File: config.mk
export PLATFORM = sky130hd
export DESIGN_NAME = eeprom_cmd_engine
export DESIGN_NICKNAME = d
export VERILOG_FILES = /design/src/rtl/eeprom_eng_pkg.sv /design/src/rtl/eeprom_eng_regs.sv /design/src/rtl/eeprom_eng_seq.sv /design/src/rtl/eeprom_cmd_engine.sv
export SDC_FILE = /design/constraint.sdc
export NUM_CORES = 1
export LEC_CHECK = 0
export CAP_MARGIN = 5
export CORE_MARGIN = 2
export CORE_UTILIZATION = 35
export CTS_BUF_LIST = sky130_fd_sc_hd__clkbuf_4 sky130_fd_sc_hd__clkbuf_8
export DETAILED_ROUTE_END_ITERATION = 12
export DONT_BUFFER_PORTS = 1
export HOLD_SLACK_MARGIN = 0.08
export PLACE_DENSITY_LB_ADDON = 0.12
export SYNTH_ARGS = -nofsm -noshare
export SYNTH_HDL_FRONTEND = slang
export SYNTH_HIERARCHICAL = 1
export SYNTH_SLANG_ARGS = --single-unit
File: constraint.sdc
create_clock -name clk -period 3.8 [get_ports clk]
set_clock_uncertainty 0.15 [all_clocks]
set_input_delay 0.38 -clock clk [delete_from_list [all_inputs] [get_ports clk]]
set_output_delay 0.38 -clock clk [all_outputs]
set_load 0.005 [all_outputs]
File: src/rtl/eeprom_eng_pkg.sv
package eeprom_eng_pkg;
  localparam int BYTE_W  = 8;
  localparam int FRAME_W = 3 * BYTE_W;
  localparam int LEN_W   = $clog2(FRAME_W + 1);

  // opcodes; READ and WRITE also match with bit 3 (address bit 8) set
  localparam logic [BYTE_W-1:0] OPC_WEN_SET = 8'h06;
  localparam logic [BYTE_W-1:0] OPC_WEN_CLR = 8'h04;
  localparam logic [BYTE_W-1:0] OPC_STATUS  = 8'h05;
  localparam logic [BYTE_W-1:0] OPC_RD      = 8'h03;
  localparam logic [BYTE_W-1:0] OPC_WR      = 8'h02;
  localparam logic [BYTE_W-1:0] A8_MASK     = 8'hF7;

  // register offsets seen by the host
  localparam logic [BYTE_W-1:0] OFS_STAT  = 8'h02;
  localparam logic [BYTE_W-1:0] OFS_RXB   = 8'h06;
  localparam logic [BYTE_W-1:0] OFS_TXB   = 8'h08;
  localparam logic [BYTE_W-1:0] OFS_ADR   = 8'h0A;
  localparam logic [BYTE_W-1:0] OFS_INSN  = 8'h0C;
  localparam int                STAT_BUSY = 2;

  typedef enum logic [1:0] {PH_IDLE, PH_LOW, PH_HIGH, PH_GAP} phase_t;

  function automatic logic op_is_rd(input logic [BYTE_W-1:0] op);
    return (op & A8_MASK) == OPC_RD;
  endfunction

  function automatic logic op_is_wr(input logic [BYTE_W-1:0] op);
    return (op & A8_MASK) == OPC_WR;
  endfunction

  function automatic logic op_captures(input logic [BYTE_W-1:0] op);
    return op_is_rd(op) || (op == OPC_STATUS);
  endfunction

  function automatic logic [LEN_W-1:0] op_frame_len(input logic [BYTE_W-1:0] op);
    if (op_is_rd(op) || op_is_wr(op)) return LEN_W'(FRAME_W);
    if (op == OPC_STATUS)             return LEN_W'(2 * BYTE_W);
    return LEN_W'(BYTE_W);
  endfunction

  // frame left-aligned: opcode leaves first
  function automatic logic [FRAME_W-1:0] op_frame(input logic [BYTE_W-1:0] op,
                                                  input logic [BYTE_W-1:0] adr,
                                                  input logic [BYTE_W-1:0] txb);
    logic [BYTE_W-1:0] mid, tail;
    mid  = (op_is_rd(op) || op_is_wr(op)) ? adr : '0;
    tail = op_is_wr(op) ? txb : '0;
    return {op, mid, tail};
  endfunction
endpackage

File: src/rtl/eeprom_eng_regs.sv
module eeprom_eng_regs
  import eeprom_eng_pkg::*;
(
  input  logic              clk,
  input  logic              rst_n,
  input  logic              bus_wr,
  input  logic [BYTE_W-1:0] bus_addr,
  input  logic [BYTE_W-1:0] bus_wdata,
  output logic [BYTE_W-1:0] bus_rdata,
  input  logic              busy,
  input  logic [BYTE_W-1:0] rxb,
  output logic              start,
  output logic [BYTE_W-1:0] insn_q,
  output logic [BYTE_W-1:0] adr_q,
  output logic [BYTE_W-1:0] txb_q
);
  logic insn_wr, insn_dropped;

  assign insn_wr      = bus_wr && (bus_addr == OFS_INSN);
  assign start        = insn_wr && !busy;
  assign insn_dropped = insn_wr && busy;

  always_ff @(posedge clk or negedge rst_n) begin
    if (!rst_n) begin
      insn_q <= '0;
      adr_q  <= '0;
      txb_q  <= '0;
    end else begin
      if (bus_wr && bus_addr == OFS_TXB) txb_q <= bus_wdata;
      if (bus_wr && bus_addr == OFS_ADR) adr_q <= bus_wdata;
      if (start)                         insn_q <= bus_wdata;
    end
  end

  always_comb begin
    bus_rdata = '0;
    case (bus_addr)
      OFS_STAT: bus_rdata[STAT_BUSY] = busy;
      OFS_RXB:  bus_rdata = rxb;
      OFS_TXB:  bus_rdata = txb_q;
      OFS_ADR:  bus_rdata = adr_q;
      OFS_INSN: bus_rdata = insn_q;
      default:  bus_rdata = '0;
    endcase
  end


  start_busy_chk: assert property (@(posedge clk) disable iff (!rst_n)
    start |=> busy);

  drop_insn_chk: assert property (@(posedge clk) disable iff (!rst_n)
    insn_dropped |=> $stable(insn_q));
endmodule

File: src/rtl/eeprom_eng_seq.sv
module eeprom_eng_seq
  import eeprom_eng_pkg::*;
#(
  parameter int SCLK_HALF = 2
) (
  input  logic              clk,
  input  logic              rst_n,
  input  logic              start,
  input  logic [BYTE_W-1:0] insn,
  input  logic [BYTE_W-1:0] adr,
  input  logic [BYTE_W-1:0] txb,
  output logic              busy,
  output logic [BYTE_W-1:0] rxb,
  output logic              cs_n,
  output logic              sclk,
  output logic              mosi,
  input  logic              miso
);
  localparam int            CW       = (SCLK_HALF > 1) ? $clog2(SCLK_HALF) : 1;
  localparam logic [CW-1:0] CNT_LAST = CW'(SCLK_HALF - 1);

  phase_t             ph;
  logic [CW-1:0]      cnt;
  logic [FRAME_W-1:0] shreg;
  logic [LEN_W-1:0]   nbits, bitcnt;
  logic               cap;
  logic [BYTE_W-1:0]  rx;

  // named internal events
  logic half_end, sclk_rise, last_bit, frame_done;
  assign half_end   = (ph != PH_IDLE) && (cnt == CNT_LAST);
  assign sclk_rise  = (ph == PH_LOW) && half_end;
  assign last_bit   = (bitcnt == nbits - LEN_W'(1));
  assign frame_done = (ph == PH_GAP) && half_end;

  always_ff @(posedge clk or negedge rst_n) begin
    if (!rst_n) begin
      ph     <= PH_IDLE;
      cnt    <= '0;
      shreg  <= '0;
      nbits  <= '0;
      bitcnt <= '0;
      cap    <= 1'b0;
      rx     <= '0;
      rxb    <= '0;
    end else begin
      if (ph == PH_IDLE || half_end) cnt <= '0;
      else                           cnt <= cnt + CW'(1);
      case (ph)
        PH_IDLE: if (start) begin
          ph     <= PH_LOW;
          shreg  <= op_frame(insn, adr, txb);
          nbits  <= op_frame_len(insn);
          bitcnt <= '0;
          cap    <= op_captures(insn);
        end
        PH_LOW: if (half_end) begin
          ph <= PH_HIGH;
          rx <= {rx[BYTE_W-2:0], miso};
        end
        PH_HIGH: if (half_end) begin
          shreg  <= {shreg[FRAME_W-2:0], 1'b0};
          bitcnt <= bitcnt + LEN_W'(1);
          ph     <= last_bit ? PH_GAP : PH_LOW;
        end
        PH_GAP: if (half_end) begin
          ph <= PH_IDLE;
          if (cap) rxb <= rx;
        end
        default: ph <= PH_IDLE;
      endcase
    end
  end

  assign busy = (ph != PH_IDLE);
  assign cs_n = !((ph == PH_LOW) || (ph == PH_HIGH));
  assign sclk = (ph == PH_HIGH);
  assign mosi = !cs_n && shreg[FRAME_W-1];

  // checker counter: SCLK rises seen in the current frame
  logic [LEN_W-1:0] rise_cnt;
  always_ff @(posedge clk or negedge rst_n) begin
    if (!rst_n)         rise_cnt <= '0;
    else if (start)     rise_cnt <= '0;
    else if (sclk_rise) rise_cnt <= rise_cnt + LEN_W'(1);
  end


  mosi_hold_chk: assert property (@(posedge clk) disable iff (!rst_n)
    (sclk && $past(sclk)) |-> $stable(mosi));

  sclk_idle_chk: assert property (@(posedge clk) disable iff (!rst_n)
    cs_n |-> !sclk);

  frame_len_chk: assert property (@(posedge clk) disable iff (!rst_n)
    $rose(cs_n) |-> (rise_cnt == nbits));

  rxb_hold_chk: assert property (@(posedge clk) disable iff (!rst_n)
    (frame_done && !cap) |=> $stable(rxb));

  busy_after_cs_chk: assert property (@(posedge clk) disable iff (!rst_n)
    $fell(busy) |-> ($past(cs_n) && cs_n));
endmodule

File: src/rtl/eeprom_cmd_engine.sv
module eeprom_cmd_engine
  import eeprom_eng_pkg::*;
#(
  parameter int SCLK_HALF = 2
) (
  input  logic       clk,
  input  logic       rst_n,
  input  logic       bus_wr,
  input  logic [7:0] bus_addr,
  input  logic [7:0] bus_wdata,
  output logic [7:0] bus_rdata,
  output logic       spi_cs_n,
  output logic       spi_sclk,
  output logic       spi_mosi,
  input  logic       spi_miso
);
  logic              start, busy;
  logic [BYTE_W-1:0] insn_q, adr_q, txb_q, rxb;

  eeprom_eng_regs u_regs (
    .clk       (clk),
    .rst_n     (rst_n),
    .bus_wr    (bus_wr),
    .bus_addr  (bus_addr),
    .bus_wdata (bus_wdata),
    .bus_rdata (bus_rdata),
    .busy      (busy),
    .rxb       (rxb),
    .start     (start),
    .insn_q    (insn_q),
    .adr_q     (adr_q),
    .txb_q     (txb_q)
  );

  eeprom_eng_seq #(.SCLK_HALF(SCLK_HALF)) u_seq (
    .clk   (clk),
    .rst_n (rst_n),
    .start (start),
    .insn  (bus_wdata),
    .adr   (adr_q),
    .txb   (txb_q),
    .busy  (busy),
    .rxb   (rxb),
    .cs_n  (spi_cs_n),
    .sclk  (spi_sclk),
    .mosi  (spi_mosi),
    .miso  (spi_miso)
  );


  cs_reset_chk: assert property (@(posedge clk) disable iff (!rst_n)
    !busy |-> spi_cs_n);
endmodule

==> metrics.sh, run 1 <==
OUTCOME='finished clean'
IOPINCOUNT=31
GP_CONGESTION=0.718
DETAIL_ROUTE.WIRELENGTH_UM=9710
WORST_HOLD_SLACK_NS=0.0993
TIMING.CRITICAL_PATH.MAX_DELAY_FAMILY='simple AND/OR/NAND/NOR gates'
LAYOUT-AREA-OVERHEAD-VS-SYNTH_PCT=12.5
FLOORPLAN_CORE_AREA_UM2=10700
CP.BUFFERS_INVERTERS=4
ANTENNA_FOUND_INITIAL=0
CLKSINKCOUNT=75
DP_HPWL_UM=6470
ANTENNA_CELLS=0
SYNTH_NETS=376
ROUTE.MET3.WL_UM=382
CTS.HTREE.LEVELS=3
IRDROPWORSTVDD_mV=0.215
GRT_UTIL_ALL_LAYERS_PCT=17.9
WORST_SLACK_SETUP_FINAL_NS=0.630
CRIT_CHAIN='inv_1 > ha_1 > inv_1 > nor4bb_1 > nand4b_2 > inv_1 > nand2_1 > buf_4 > or2_1 > nand2_1 > a2bb2oi_1'
DRTITER0DRC=166
MIN_DELAY_PATH_DEPTH=2
LAYOUT.FILLER_CELLS=1096
LAYOUT.CELLS.MOST_COMMON_LIST='75 x dfrtp_1, 42 x mux2_2, 33 x nand2_1, 24 x a21oi_1, 23 x o21ai_0'
P_LEAK_nW=1.88
FP.DIEW_UM=108
DRT-VIAS-PER-INSTANCE=5.46
SYNTH_SEQ_AREA_SHARE_PCT=49.1
RRSETUPSLACK_NS=0.63
MULTI_INPUT_COMB_AREA_UM2=1850
CRIT-REG2REG-LAUNCH='u_seq/ph[0]'
FLOORPLAN.DIE_AREA_UM2=11800
FINISH.INSTANCE_AREA_UM2=4300
CTS.HOLD.BUFFERS_ADDED=11
PORT_BUFFERS=0
SYNTH-WARNING-COUNT=6
HOLD_PATH_END='u_seq/shreg[16]'
NUM_ROWS=38
FLOORPLAN.DIE.HEIGHT_UM=108
POST_SYNTH.CELL_AREA_AVG_UM2=10.9
NUMCTSBUFFERS=9
HP-CLASS='primary input to register'
WIRELENGTH_MET1_UM=4820
MAX-SLEW-MARGIN-REL_PCT=52.3
CRITPATHKIND='register to register'
START_KIND='register'
DRT-WIRELENGTH-PER-CELL_UM=19.3
WORST_R2R_ENDPOINT='u_seq/shreg[15]'
FINISH.NET_COUNT=383
SETUP_VIOL_COUNT_FINAL=0
ASYNC_SR_FLOP_FRACTION_PCT=100
YS.FLOP_TYPE='dfrtp_1'
DRIVE_GT1_SHARE_PCT=20.1
TOP_SIGNAL_LAYER_USED='met4'
LAYOUTNONFILLERINSTCOUNT=503
CRITPATHCAPTURETYPE='register'
DPL.CELL_COUNT=476
TIGHTEST_SLEW_NS=0.715
LAYOUT.CELLS.MOST_COMMON='dfrtp_1'
CP_SLOWEST_STAGE_DELAY_NS=0.42
DR_WL_MET2_UM=4380
TIMING.FINAL.CRIT_PERIOD_NS=3.17
POST-PLACE-WS_NS=0.685
CLOCK_PATH_BUFFERS=2
WORSTSKEWPAIRLATENCY_NS=0.34
TIMING.FINAL.MAX_SLEW_VIOLATIONS=0
FINALCRITPERIODSHARE_PCT=83.4
POWERDENSITY_nW_PER_UM2=437
REGISTER_AREA_UM2=1880
POSTSYNTHCELLCOUNT=351
SLOWEST_STAGE='dfrtp_1'
VIAS=2748
DETAILEDROUTE.FIRSTPASSITERATIONCOUNT=4
REG2REGPATHDEPTH=11
WORST-PATH-MAX-FANOUT=13
CRIT_PATH_FREQUENT_CELL='inv_1'
GRT_SETUP_UNREPAIRED='no'
POSTPLACECELLAREA_UM2=3950
GRT_START_MAX_NET_PINS=76
POST-CTS-SETUP-BUFFER-COUNT=0
FINAL_HOLD_VIOL_COUNT=0
FIRST_GLOBAL_VIAS=2806
MIN_FROM='bus_wdata[0]'
SYNTH_CELL_TYPES=46
SYNTH-SEQ-CELLS=75
POSTCTSRESIZEDCELLS=0
GRT_FIRST_PASS_WIRELENGTH_UM=15900
FLOORPLAN.INITIALDENSITY_PCT=35.5
CLOCK_TREE.ROOT_CELL='clkbuf_8'
CTS_TREE='built'
MAXCAPVIOLCOUNT=0
POST_SYNTH_INSTANCE_AREA_UM2=3820
GRT-OVFL-TOTAL=0
TIMING.CRITICAL_PATH.REQUIRED_NS=3.92
SYNTH_EDF_COUNT=0
FIN_TNS_SETUP_NS=0
MAX_CLOCK_FREQ_GHz=0.315
DRC=0
ROUTE.ANTENNA.REMAINING_NETS=0
CRIT_ARRIVAL_NS=3.28
CLKTRANSATPATHREGS_NS=0.08
## sequential cells by signal, summed over array words and instances (netlist names), 5 cells and up
signal / count
u_seq/shreg: 24
u_regs/txb_q: 8
u_regs/insn_q: 8
u_regs/adr_q: 8
u_seq/rx: 8
u_seq/rxb: 8
u_seq/bitcnt: 5
## metal layers
metal,global-route usage (%),vias to the layer above
li1,-,1293
met1,26.2,1399
met3,3.32,10
met5,0,-
met2,26.8,46
met4,5.49,0
## synthesized netlist by cell type (all sizes together), types with 3 or more instances
cell	instances	area, µm²
inv	5	18.8
a21oi	24	120
dfrtp	75	1880
mux2i	15	150
a2bb2oi	8	70.1
nor3	3	37.5
nor2b	4	25.0
o21a	6	45.0
mux2	42	473
ha	5	62.6
nor2	16	62.6
nand3	4	25.0
nand2	33	124
xor2	3	26.3
buf	6	28.8
nand3b	21	158
o22ai	7	43.8
and3b	4	35.0
nand2b	3	18.8
nand4	3	18.8
clkbuf	13	48.8
o21ai	29	145
## per-stage QoR
| step | power [W] | utilization (%) |
|---|---|---|
| floorplan | 0.00111 | - |
| CTS | 0.00191 | 40.0 |
| global route | 0.00198 | 40.0 |
| global placement | 0.00116 | 36.7 |
| finish | 0.00188 | 40.0 |
| detailed placement | 0.00117 | 36.7 |
## area by class of cell
class / instances / share of cell area [%]
Inverter: 5 / 0.437
Timing Repair Buffer: 15 / 3.67
Clock buffer: 9 / 2.88
Multi-Input combinational cell: 252 / 43.0
Clock inverter: 7 / 2.30
Tap cell: 140 / 4.08
Sequential cell: 75 / 43.7
## worst register-to-register path, delay by kind of cell, from the launching register on
kind                     cells  cell delay [ns]
AND/OR/NAND/NOR              5             1.36
buffers and inverters        4             0.64
flip-flops                   1             0.42
adder cells (fa/ha/maj)      1             0.33
AO/OA/AOI/OAI                1             0.20
## logic make-up (layout without fill, tap and decap cells)
family                   count (synthesis)  after routing  synth area share (%)
multiplexers                            57             57                  16.3
XOR/XNOR                                 4              4                 0.917
buffers and inverters                   24             36                  2.52
AO/OA/AOI/OAI                           82             82                  12.8
AND/OR/NAND/NOR                        104            104                  16.7
adder cells (fa/ha/maj)                  5              5                  1.64
flip-flops                              75             75                  49.1
## power by group
group	switching (W)	internal, W	total [W]	leakage, nW
clock	0.000322	0.000374	0.000696	0.110
combinational	0.000164	0.000124	0.000288	0.759
sequential	0.0000432	0.000850	0.000893	1.01
## worst max-delay path by stage
| stage | slack (ns) | start | cells after the start | endpoint |
|---|---|---|---|---|
| 2_1_floorplan | 1.19 | u_seq/ph[0] | 11 | u_seq/shreg[7] |
| 3_3_place_gp | 0.78 | u_seq/ph[0] | 11 | u_seq/shreg[14] |
| 3_5_place_dp | 0.68 | u_seq/ph[0] | 11 | u_seq/shreg[15] |
| 4_1_cts | 0.65 | u_seq/ph[0] | 11 | u_seq/shreg[15] |
| 5_1_grt | 0.40 | u_seq/ph[0] | 11 | u_seq/shreg[15] |
| 6_report | 0.63 | u_seq/ph[0] | 11 | u_seq/shreg[15] |
Power figures use the tool's default switching activity.
==> run 2: changes to the inputs <==
- clock period: 3.8 -> 3.2 ns (I/O delays scaled with it)
==> run 2 against run 1 <==
- power grew 14%
- die area did not move
- design area shrank 0.41%
- combinational power up 23%
- sequential share of layout area rose by 0.18 points
- via count is essentially flat
- non-clock buffer count grew 2
- first-iteration DRC count increased by 3.0%
- critical path depth down 1
- sequential power grew 19%
- register-to-register slack worse by 0.15 ns
==> metrics.sh, run 2 (same netlist as run 1, synthesis figures left out) <==
LAYOUT.CELLS.MOST_COMMON='dfrtp_1'
FIN_UTIL_PCT=39.8  # -0.16 points
FINISH.NET_COUNT=385  # +0.52%
NUMCTSBUFFERS=9  # unchanged
WORST_SLACK_SETUP_FINAL_NS=0.483  # -0.148 ns
CTS_TREE='built'
CLKTRANSATPATHREGS_NS=0.09  # about the same
TIMING.CRITICAL_PATH.REQUIRED_NS=3.34  # -0.58 ns
GRT_FIRST_PASS_WIRELENGTH_UM=15600  # -1.3%
DETAIL_ROUTE.WIRELENGTH_UM=9800  # +0.99%
PORT_BUFFERS=0  # unchanged
GP_CONGESTION=0.752  # +4.7%
CRITPATHCAPTURETYPE='register'
FLOORPLAN.DIE.HEIGHT_UM=108  # unchanged
ROUTE.ANTENNA.REMAINING_NETS=0  # unchanged
FLOORPLAN_CORE_AREA_UM2=10700  # unchanged
DRTITER0DRC=171  # +3.0%
FLOORPLAN.DIE_AREA_UM2=11800  # unchanged
FINISH.INSTANCE_AREA_UM2=4280  # -0.41%
P_LEAK_nW=1.88  # about the same
ANTENNA_CELLS=0  # unchanged
VIAS=2747  # -0.036%
DRT-VIAS-PER-INSTANCE=5.44  # -0.43%
DRC=0  # unchanged
LAYOUT.CELLS.MOST_COMMON_LIST='75 x dfrtp_1, 42 x mux2_2, 33 x nand2_1, 24 x a21oi_1, 23 x o21ai_0'
POSTCTSRESIZEDCELLS=0  # unchanged
CLKSINKCOUNT=75  # unchanged
FINALCRITPERIODSHARE_PCT=84.9  # +1.5 points
TIMING.FINAL.MAX_SLEW_VIOLATIONS=0  # unchanged
SETUP_VIOL_COUNT_FINAL=0  # unchanged
FLOORPLAN.INITIALDENSITY_PCT=35.5  # unchanged
POST-CTS-SETUP-BUFFER-COUNT=0  # unchanged
MIN_FROM='bus_wdata[3]'
GRT_SETUP_UNREPAIRED='no'
GRT_UTIL_ALL_LAYERS_PCT=17.7  # -0.14 points
CLOCK_PATH_BUFFERS=2  # unchanged
POWER.TOTAL_W=0.00215  # +14%
TIGHTEST_SLEW_NS=0.628  # -0.0864 ns
POST-PLACE-WS_NS=0.523  # -0.162 ns
CTS.HOLD.BUFFERS_ADDED=11  # unchanged
GRT-OVFL-TOTAL=0  # unchanged
DP_HPWL_UM=6560  # +1.4%
CLOCK_TREE.ROOT_CELL='clkbuf_8'
GRT_START_MAX_NET_PINS=76  # unchanged
CRIT_ARRIVAL_NS=2.85  # -0.43 ns
IRDROPWORSTVDD_mV=0.199  # -7.3%
LAUNCH_POINT_OF_THE_CRITICAL_PATH='u_seq/ph[1]'
FINAL_HOLD_VIOL_COUNT=0  # unchanged
MAX-SLEW-MARGIN-REL_PCT=58.1  # +5.8 points
POWERDENSITY_nW_PER_UM2=502  # +15%
MAXCAPVIOLCOUNT=0  # unchanged
HP-CLASS='primary input to register'
START_KIND='register'
CRIT-REG2REG-LAUNCH='u_seq/ph[1]'
DRIVE_GT1_SHARE_PCT=20.5  # +0.44 points
FLIP_FLOP_COUNT_OF_THE_LARGEST_REGISTER_ALL_COPIES_AND_WORDS_ADDED=24  # unchanged
NUM_ROWS=38  # unchanged
ANTENNA_FOUND_INITIAL=0  # unchanged
MAX_CLOCK_FREQ_GHz=0.368  # +17%
POSTPLACECELLAREA_UM2=3960  # +0.38%
FIN_TNS_SETUP_NS=0  # unchanged
FP.DIEW_UM=108  # unchanged
TOP_REGISTER='u_seq/shreg'
FIRST_GLOBAL_VIAS=2768  # -1.4%
DETAILEDROUTE.FIRSTPASSITERATIONCOUNT=7  # +3
TIMING.FINAL.CRIT_PERIOD_NS=2.72  # -0.452 ns
DRT-WIRELENGTH-PER-CELL_UM=19.4  # +0.59%
WORSTSKEWPAIRLATENCY_NS=0.36  # +0.02 ns
CTS.HTREE.LEVELS=3  # unchanged
LAYOUT-AREA-OVERHEAD-VS-SYNTH_PCT=12.1
WORST-PATH-MAX-FANOUT=9  # -4
IOPINCOUNT=31  # unchanged
OUTCOME='finished clean'
CRITPATHKIND='register to register'
==> run 2: final cells by class <==
type                       count  area [µm²]
timing repair buffer          17         173
multi-input combinational    252        1850
sequential                    75        1880
clock inverter                 7        66.3
clock buffer                   9         124
inverter                       5        18.8
fill                        1088        6460
tap                          140         175
==> run 2: worst paths after layout <==
check,endpoint,slack (ns),depth (start not counted)
worst min register to register,u_seq/cnt,0.31,1
worst max-delay path,u_seq/shreg[13],0.48,10
worst min-delay path,u_seq/nbits[4],0.15,3
min in group asynchronous,u_regs/insn_q[0],0.38,2
worst max register to register,u_seq/shreg[13],0.48,10
max in group asynchronous,u_regs/adr_q[7],2.20,2
==> run 2: stage by stage <==
stage | hold slack (ns) | cells
6_report | 0.151 | 505
5_1_grt | 0.164 | 505
4_1_cts | 0.144 | 505
3_5_place_dp | -0.121 | 478
3_3_place_gp | -0.122 | 478
2_1_floorplan | -0.126 | 351
==> run 2: worst max-delay path, stage by stage, from the launching register on <==
cell       delay (ns)
dfrtp_1          0.45
inv_1            0.11
ha_1             0.31
inv_1            0.10
nor4bb_1         0.34
nand4b_2         0.16
inv_1            0.12
nand2_1          0.08
or2_1            0.33
nand2_1          0.28
a2bb2oi_1        0.20
==> run 2: layer usage <==
layer | vias up | track usage [%] | share of wire (%)
met3 | 8 | 3.74 | 4.2
met4 | 0 | 5.40 | 0.89
met5 | - | 0 | 0
li1 | 1290 | - | -
met2 | 53 | 27.9 | 48
met1 | 1396 | 24.6 | 47
==> run 2: where the power goes <==
part	internal (W)	leakage (nW)	switching, W	total [W]
clock	0.000305	0.0991	0.000429	0.000734
combinational	0.000150	0.769	0.000203	0.000353
sequential	0.00101	1.01	0.0000519	0.00106
